### config.mk
export PLATFORM = sky130hd
export DESIGN_NAME = collision_arb
export DESIGN_NICKNAME = d
export VERILOG_FILES = /design/src/rtl/collision_arb_pkg.sv /design/src/rtl/collision_arb_rst_sync.sv /design/src/rtl/collision_arb_tracker.sv /design/src/rtl/collision_arb_decide.sv /design/src/rtl/collision_arb.sv
export SDC_FILE = /design/constraint.sdc
export NUM_CORES = 1
export LEC_CHECK = 0
export BUFFER_PORTS_ARGS = -buffer_cell sky130_fd_sc_hd__clkbuf_2
export CORE_ASPECT_RATIO = 0.5
export CORE_MARGIN = 2
export CORE_UTILIZATION = 48
export CTS_BUF_LIST = sky130_fd_sc_hd__clkbuf_16
export DETAILED_ROUTE_END_ITERATION = 10
export PLACE_DENSITY = 0.75
export SLEW_MARGIN = 20
export SYNTH_ARGS = -nofsm -noshare
export SYNTH_HDL_FRONTEND = slang
export SYNTH_HIERARCHICAL = 1
export SYNTH_SLANG_ARGS = --single-unit
### constraint.sdc
create_clock -name clk -period 2.3 [get_ports clk]
set_clock_uncertainty 0.1 [all_clocks]
set_input_delay 0.23 -clock clk [delete_from_list [all_inputs] [get_ports clk]]
set_output_delay 0.23 -clock clk [all_outputs]
set_load 0.01 [all_outputs]
### src/rtl/collision_arb_pkg.sv
package collision_arb_pkg;
  typedef enum logic [1:0] {
    SIDE_NONE = 2'd0,
    SIDE_A    = 2'd1,
    SIDE_B    = 2'd2
  } side_e;
endpackage

### src/rtl/collision_arb_rst_sync.sv
module collision_arb_rst_sync #(
  parameter int STAGES = 2
) (
  input  logic clk,
  input  logic rst_n,
  output logic rst_sync_n
);
  localparam int LAST = STAGES - 1;

  logic [LAST:0] chain_q;
  logic [LAST:0] chain_d;

  always_comb begin
    chain_d = {chain_q[LAST-1:0], 1'b1};
  end

  always_ff @(posedge clk or negedge rst_n) begin
    if (!rst_n) chain_q <= '0;
    else        chain_q <= chain_d;
  end

  assign rst_sync_n = chain_q[LAST];
endmodule

### src/rtl/collision_arb_tracker.sv
module collision_arb_tracker #(
  parameter int ADDR_W = 15
) (
  input  logic              clk,
  input  logic              rst_n,
  input  logic              ce,
  input  logic [ADDR_W-1:0] addr,
  output logic              held
);
  logic              ce_q;
  logic [ADDR_W-1:0] addr_q;
  logic              addr_load;

  // address capture only while enabled
  assign addr_load = ce;

  always_ff @(posedge clk or negedge rst_n) begin
    if (!rst_n) ce_q <= 1'b0;
    else        ce_q <= ce;
  end

  always_ff @(posedge clk or negedge rst_n) begin
    if (!rst_n)         addr_q <= '0;
    else if (addr_load) addr_q <= addr;
  end

  // valid now and already valid at the same address last edge
  assign held = ce && ce_q && (addr == addr_q);
endmodule

### src/rtl/collision_arb_decide.sv
module collision_arb_decide
  import collision_arb_pkg::*;
(
  input  logic  clk,
  input  logic  rst_n,
  input  logic  enable,
  input  logic  collide,
  input  logic  a_held,
  input  logic  b_held,
  output side_e loser
);
  side_e owner_q;
  side_e owner_d;
  side_e loser_c;

  always_comb begin
    loser_c = SIDE_NONE;
    owner_d = owner_q;
    if (!enable) begin
      owner_d = SIDE_NONE;
    end else if (collide) begin
      if (owner_q == SIDE_A && a_held)      loser_c = SIDE_B;
      else if (owner_q == SIDE_B && b_held) loser_c = SIDE_A;
      else if (a_held && !b_held)           loser_c = SIDE_B;
      else if (b_held && !a_held)           loser_c = SIDE_A;
      else                                  loser_c = SIDE_B;
      owner_d = (loser_c == SIDE_B) ? SIDE_A : SIDE_B;
    end else begin
      if (owner_q == SIDE_A && !a_held) owner_d = SIDE_NONE;
      if (owner_q == SIDE_B && !b_held) owner_d = SIDE_NONE;
    end
  end

  always_ff @(posedge clk or negedge rst_n) begin
    if (!rst_n) owner_q <= SIDE_NONE;
    else        owner_q <= owner_d;
  end

  assign loser = loser_c;
endmodule

### src/rtl/collision_arb.sv
module collision_arb
  import collision_arb_pkg::*;
#(
  parameter int ADDR_W      = 15,
  parameter int SYNC_STAGES = 2
) (
  input  logic              clk,
  input  logic              rst_n,
  input  logic              master,
  input  logic              a_ce,
  input  logic [ADDR_W-1:0] a_addr,
  input  logic              a_wr,
  input  logic              a_busy_in,
  output logic              a_busy_n,
  output logic              a_wr_gated,
  input  logic              b_ce,
  input  logic [ADDR_W-1:0] b_addr,
  input  logic              b_wr,
  input  logic              b_busy_in,
  output logic              b_busy_n,
  output logic              b_wr_gated
);
  localparam int NPORT = 2;

  logic rst_sync_n;
  logic collide;
  side_e loser;

  logic [NPORT-1:0]       ce_v;
  logic [ADDR_W-1:0]      addr_v [NPORT];
  logic [NPORT-1:0]       wr_v;
  logic [NPORT-1:0]       bin_v;
  logic [NPORT-1:0]       held_v;
  logic [NPORT-1:0]       lose_v;
  logic [NPORT-1:0]       inhibit_v;
  logic [NPORT-1:0]       gated_v;

  collision_arb_rst_sync #(.STAGES(SYNC_STAGES)) u_rst (
    .clk(clk), .rst_n(rst_n), .rst_sync_n(rst_sync_n)
  );

  assign ce_v   = {b_ce, a_ce};
  assign wr_v   = {b_wr, a_wr};
  assign bin_v  = {b_busy_in, a_busy_in};
  assign addr_v[0] = a_addr;
  assign addr_v[1] = b_addr;

  genvar p;
  generate
    for (p = 0; p < NPORT; p++) begin : g_port
      collision_arb_tracker #(.ADDR_W(ADDR_W)) u_trk (
        .clk(clk), .rst_n(rst_sync_n),
        .ce(ce_v[p]), .addr(addr_v[p]), .held(held_v[p])
      );
      // master: own decision; slave: external busy level
      assign inhibit_v[p] = master ? lose_v[p] : !bin_v[p];
      assign gated_v[p]   = ce_v[p] && wr_v[p] && !inhibit_v[p];
    end
  endgenerate

  assign collide = a_ce && b_ce && (a_addr == b_addr);

  collision_arb_decide u_dec (
    .clk(clk), .rst_n(rst_sync_n), .enable(master),
    .collide(collide), .a_held(held_v[0]), .b_held(held_v[1]),
    .loser(loser)
  );

  assign lose_v[0] = master && (loser == SIDE_A);
  assign lose_v[1] = master && (loser == SIDE_B);

  assign a_busy_n   = !lose_v[0];
  assign b_busy_n   = !lose_v[1];
  assign a_wr_gated = gated_v[0];
  assign b_wr_gated = gated_v[1];
endmodule

### Word level (Yosys, flattened, before mapping)

Cells that the tools add are included.

| cells by class | value |
|---|---|
| reductions and logical operators | 26 |
| equal/unequal tests | 9 |
| muxes and demuxes | 15 |

Operator list:

| operator | number |
|---|---|
| equality test 15 bit | 3 |
| two-way mux 2 bit | 13 |
| logical AND 1 bit | 18 |
| logical NOT 1 bit | 8 |
| equality test 2 bit (second input constant) | 3 |
| equality test 2 x 1 -> 1 bit (second input constant) | 2 |
| != test 4 x 1 -> 1 bit (second input constant) | 1 |
| two-way mux 1 bit | 2 |

| word-level totals | value |
|---|---|
| register bits | 36 |

### Longest topological paths before layout

| depth | value |
|---|---|
| depth in word-level cells | 17 |
| mapped depth | 8 |
| gate-level depth less buffers | 7 |

### By module

The synthesis kept the hierarchy.

Modules (own cells, without submodules):

| module | area an instance (µm²) | times used | cells an instance |
|---|---|---|---|
| collision_arb_tracker | 759.5 | 2 | 54 |
| collision_arb | 211.5 | 1 | 25 |
| collision_arb_decide | 130.1 | 1 | 16 |
| collision_arb_rst_sync | 53.8 | 1 | 3 |

### Worst setup path after synthesis

Ideal clock, no wire load.

| path | value |
|---|---|
| kind | reg2out |
| start | register g_port[0].u_trk.addr_q[14] |
| end | output port b_wr_gated |
| required time | 1.970 ns |
| cell stages (with the launch flop) | 8 |
| buffers on the path | 0 |
| data arrival time | 2.149 ns |
| path slack | -0.179 ns |
| path through | dfrtp_1 -> xor2_1 -> or4_1 -> nor4_2 -> o21ai_2 -> and4_1 -> nand3b_1 -> o2111a_1 |

| on the way | value |
|---|---|
| word-level cells in the longest chain between the ends | 17 |
| elaborated cells between the ends (all ways) | 19 |

RTL lines:

| element | line | text |
|---|---|---|
| start: declaration | collision_arb_tracker.sv:11 | `logic [ADDR_W-1:0] addr_q;` |
| start signal: assignment | collision_arb_tracker.sv:24 | `else if (addr_load) addr_q <= addr;` |
| equality test 15 bit * | collision_arb_tracker.sv:28 | `assign held = ce && ce_q && (addr == addr_q);` |
| logical AND 1 bit * | collision_arb_tracker.sv:28 |  |
| net held_v[0] | collision_arb.sv:33 | `logic [NPORT-1:0] held_v;` |
| logical NOT 1 bit | collision_arb_decide.sv:25 | `else if (b_held && !a_held) loser_c = SIDE_A;` |
| logical AND 1 bit | collision_arb_decide.sv:25 |  |
| two-way mux 2 bit | collision_arb_decide.sv:25 |  |
| two-way mux 2 bit | collision_arb_decide.sv:24 | `else if (a_held && !b_held) loser_c = SIDE_B;` |
| two-way mux 2 bit | collision_arb_decide.sv:23 | `else if (owner_q == SIDE_B && b_held) loser_c = SIDE_A;` |
| [... 3 more ...] | - |  |
| two-way mux 2 bit * | collision_arb_decide.sv:21 | `end else if (collide) begin` |
| two-way mux 2 bit * | collision_arb_decide.sv:19 | `if (!enable) begin` |
| net loser[0] | collision_arb.sv:27 | `side_e loser;` |
| equality test 2 bit * | collision_arb.sv:70 | `assign lose_v[1] = master && (loser == SIDE_B);` |
| logical AND 1 bit * | collision_arb.sv:70 |  |
| two-way mux 1 bit * | collision_arb.sv:56 | `assign inhibit_v[p] = master ? lose_v[p] : !bin_v[p];` |
| logical NOT 1 bit * | collision_arb.sv:57 | `assign gated_v[p] = ce_v[p] && wr_v[p] && !inhibit_v[p];` |
| logical AND 1 bit * | collision_arb.sv:57 |  |
| end: declaration | collision_arb.sv:21 | `output logic b_wr_gated` |

The timed path passes the listed nets; every way through them passes the cells marked *. The select of a mux whose other input is x is not followed.

### Worst setup path in the final report

| path | value |
|---|---|
| start | register g_port[1].u_trk.addr_q[14] |
| end | output port b_wr_gated |

| on the way | value |
|---|---|
| word-level cells in the longest chain between the ends | 16 |
| elaborated cells between the ends (all ways) | 19 |

RTL lines:

| element | line | text |
|---|---|---|
| start: declaration | collision_arb_tracker.sv:11 |  |
| start signal: assignment | collision_arb_tracker.sv:24 |  |
| equality test 15 bit * | collision_arb_tracker.sv:28 |  |
| logical AND 1 bit * | collision_arb_tracker.sv:28 |  |
| net held_v[1] | collision_arb.sv:33 |  |
| logical AND 1 bit / logical NOT 1 bit (equally long branches) | collision_arb_decide.sv:25, collision_arb_decide.sv:24 |  |
| two-way mux 2 bit / logical AND 1 bit (equally long branches) | collision_arb_decide.sv:25, collision_arb_decide.sv:24 |  |
| two-way mux 2 bit | collision_arb_decide.sv:24 |  |
| two-way mux 2 bit * | collision_arb_decide.sv:23 |  |
| two-way mux 2 bit * | collision_arb_decide.sv:22 | `if (owner_q == SIDE_A && a_held) loser_c = SIDE_B;` |
| [... 2 more ...] | - |  |
| two-way mux 2 bit * | collision_arb_decide.sv:21 |  |
| two-way mux 2 bit * | collision_arb_decide.sv:19 |  |
| net loser[0] | collision_arb.sv:27 |  |
| equality test 2 bit * | collision_arb.sv:70 |  |
| logical AND 1 bit * | collision_arb.sv:70 |  |
| two-way mux 1 bit * | collision_arb.sv:56 |  |
| logical NOT 1 bit * | collision_arb.sv:57 |  |
| logical AND 1 bit * | collision_arb.sv:57 |  |

Marked as above.

==> impl_metrics.yaml <==
outcome:
  run_status: "complete, but fails checks"
  violated_checks: "negative setup slack"
clock_tree:
  worstSkewPairLatency_ns: 0.28
  cts_tree: "done"
  cts_sinks: 36
  cts-root-buf: "sky130_fd_sc_hd__clkbuf_16"
  ctsHtreeMaxLevel: 2
  cts_made_buffers: 5
  path_clk_slew_ns: 0.05
  cts_buffer_depth: 2
min_path:
  min-delay-path-class: "input port to flop"
floorplan:
  die_width_um: 93.3
  num_rows: 16
  initial_core_util_pct: 49.5
  die_footprint_um2: 4540
  floorplan.io_pins: 43
  dieHeight_um: 48.7
  coreArea_um2: 3860
synthesis:
  syn-num-nets: 191
  synth_warnings: 6
  synth_largest_type_area_fraction_pct: 47.1
  synth_seq_area_share_pct: 47.1
  synth_cell_types: 24
  post-synth-top-area-cell: "sky130_fd_sc_hd__dfrtp_1"
  synthCells: 152
  syn-cell-area_um2: 1910
  ys_top_cells_by_area: "sky130_fd_sc_hd__dfrtp_1, sky130_fd_sc_hd__xnor2_1, sky130_fd_sc_hd__mux2_1"
  syn_area_per_cell_um2: 12.6
  synth-seq-cells: 36
finish:
  diodes: 0
  finish.net_count: 251
  flow.area_growth_from_synthesis_pct: 27.3
  commonest_non_fill_non_tap_cell_in_the_layout: "sky130_fd_sc_hd__clkbuf_2"
  sequential_cell_area_um2: 901
  stdcell_count: 267
  drive_gt1_share_pct: 35.7
  multiInputGateArea_um2: 998
  most_frequent_cells_in_the_layout: "sky130_fd_sc_hd__clkbuf_2, sky130_fd_sc_hd__xnor2_1, sky130_fd_sc_hd__dfrtp_1, sky130_fd_sc_hd__mux2_1, sky130_fd_sc_hd__buf_4"
  filler_cell_count: 305
critical_path:
  crit_path_cell_trace: "xor2_1 > or4_4 > nor4_4 > and4_1 > nand3b_1 > o2111a_1 > clkbuf_2"
  worstPathMaxFanout: 5
  cpMaxStageDelayCell: "sky130_fd_sc_hd__or4_4"
  crit_required_ns: 1.97
  critical_path_buf_inv_count: 1
  path_class: "flop to output pin"
  critPathMaxStageDelay_ns: 0.55
  crit_arrival_ns: 2.34
  endpoint_kind: "output pin"
  startpoint_type: "flop"
  critical-path-top-delay-family: "simple AND/OR/NAND/NOR gates"
power:
  total_power_density_per_cell_area_nw_per_um2: 669
  total_power_mw: 1.63
  power.leakage_nw: 1.05
  peakVddDrop_mv: 0.426
route:
  average_routed_wire_per_standard_cell_um: 14.9
  drc_violation_count_after_routing: 0
  detail_route.first_pass.iterations: 5
  postRouteAntennaNets: 0
  viasPerCell: 5.17
  wirelength_um: 3990
  detailroute.via_count: 1381
  detail_route.iter0.violations: 65
timing:
  min_clock_period_post_route_ns: 2.67
  grt_setup_unrepaired: "true"
  final-max-slew-violation-count: 0
  fin_crit_sh_pct: 116
  max_freq_mhz: 375
  timing.final.setup_violations: 4
  timing.final.hold_violations: 0
  worst_slack_ns: -0.366
global_routing:
  grt_overflow_total: 0
  overall_track_demand_over_capacity_in_global_routing_pct: 19.5
  grt_pass1_wl_um: 6600
  maximum_number_of_pins_on_one_net_before_global_route_repair: 35
  first_global_vias: 1394
  antenna_found_initial: 0
place:
  dp.cells: 256
  place_congestion: 0.767
  dpl.hpwl_um: 3090
  io_buffers: 42
job:
  timing.max_cap.violations: 0
synth_stat cells:
library cell,n
sky130_fd_sc_hd__mux2_1,22
sky130_fd_sc_hd__nand3b_1,2
sky130_fd_sc_hd__nor4_2,3
sky130_fd_sc_hd__inv_2,1
sky130_fd_sc_hd__mux2_2,8
sky130_fd_sc_hd__inv_1,1
sky130_fd_sc_hd__o21ai_2,1
sky130_fd_sc_hd__and4_1,1
sky130_fd_sc_hd__o22ai_1,1
sky130_fd_sc_hd__nand2_1,6
sky130_fd_sc_hd__o21ai_0,1
sky130_fd_sc_hd__xnor2_1,36
sky130_fd_sc_hd__or4_1,3
sky130_fd_sc_hd__buf_6,2
sky130_fd_sc_hd__o2111a_1,2
sky130_fd_sc_hd__nand2b_1,1
sky130_fd_sc_hd__a21boi_0,1
sky130_fd_sc_hd__conb_1,1
sky130_fd_sc_hd__a21oi_1,2
sky130_fd_sc_hd__dfrtp_1,36
sky130_fd_sc_hd__nand4_1,9
sky130_fd_sc_hd__buf_2,2
sky130_fd_sc_hd__xor2_1,9
sky130_fd_sc_hd__o2111ai_1,1
report_power, final:
group | leakage (nW) | switching [mW] | internal (mW)
logic | 0.547 | 0.126 | 0.146
clock network | 0.0738 | 0.244 | 0.389
registers | 0.425 | 0.0354 | 0.691
kinds of logic after synthesis:
kind of cell           share of synthesized area (%)
AO/OA/AOI/OAI                                   3.59
XOR/XNOR                                        20.6
buffers and inverters                           2.09
flip-flops                                      47.1
multiplexers                                    17.6
other                                          0.196
AND/OR/NAND/NOR                                 8.82
per-layer routing:
layer	part of all wire, %	routed length [um]	GRT usage, %	vias to the layer above
met3	4.6	182	5.45	7
met2	46	1840	29.4	32
li1	-	-	-	655
met4	1.8	70	8.58	0
met5	0	0	0	-
met1	47	1890	26.6	687
state kept, by name, indices dropped and copies added (netlist names):
signal               count
u_dec/owner_q            2
g_port.u_trk/ce_q        2
u_rst/chain_q            2
g_port.u_trk/addr_q     30
per-stage QoR:
step	setup TNS, ns	utilization, %	hold WS [ns]	setup WS, ns	area, um2
final	-1.16	63.1	0.128	-0.366	2440
after global routing	-1.60	63.1	0.142	-0.490	2440
after CTS	-1.22	62.7	0.126	-0.383	2420
after detailed placement	-0.425	58.7	-0.0810	-0.213	2270
after global placement	-0.312	58.7	-0.0831	-0.177	2270
after floorplan	0	-	-0.166	0.00345	1930
area by class of cell:
type / instances / share of cell area [%]
clock buffer: 5 / 5.14
clock inverter: 3 / 0.462
inverter: 2 / 0.308
multi-input combinational: 110 / 41.0
sequential: 36 / 37.0
tap: 54 / 2.77
timing repair buffer: 57 / 13.4
what timing repair did:
action                     in CTS  in global routing
gates resized for setup         2                  1
buffers inserted                0                  2
setup endpoints to repair       4                  4
hold endpoints to repair        2                  0
hold buffers                    1                  0
final timing paths:
check                                      startpoint                   endpoint  slack (ns)  depth (start not counted)
min in group asynchronous                       rst_n           u_rst/chain_q[0]        0.16                          2
setup / recovery           g_port[1].u_trk/addr_q[14]                 b_wr_gated       -0.37                          7
max in group asynchronous            u_rst/chain_q[1]  g_port[0].u_trk/addr_q[2]        1.62                          1
setup reg to reg           g_port[1].u_trk/addr_q[14]           u_dec/owner_q[0]        0.32                          5
hold reg to reg                      u_rst/chain_q[1]  g_port[1].u_trk/addr_q[1]        0.17                          1
hold / removal                              b_addr[4]  g_port[1].u_trk/addr_q[4]        0.13                          2
No activity file was read; power rests on OpenSTA's default activity.
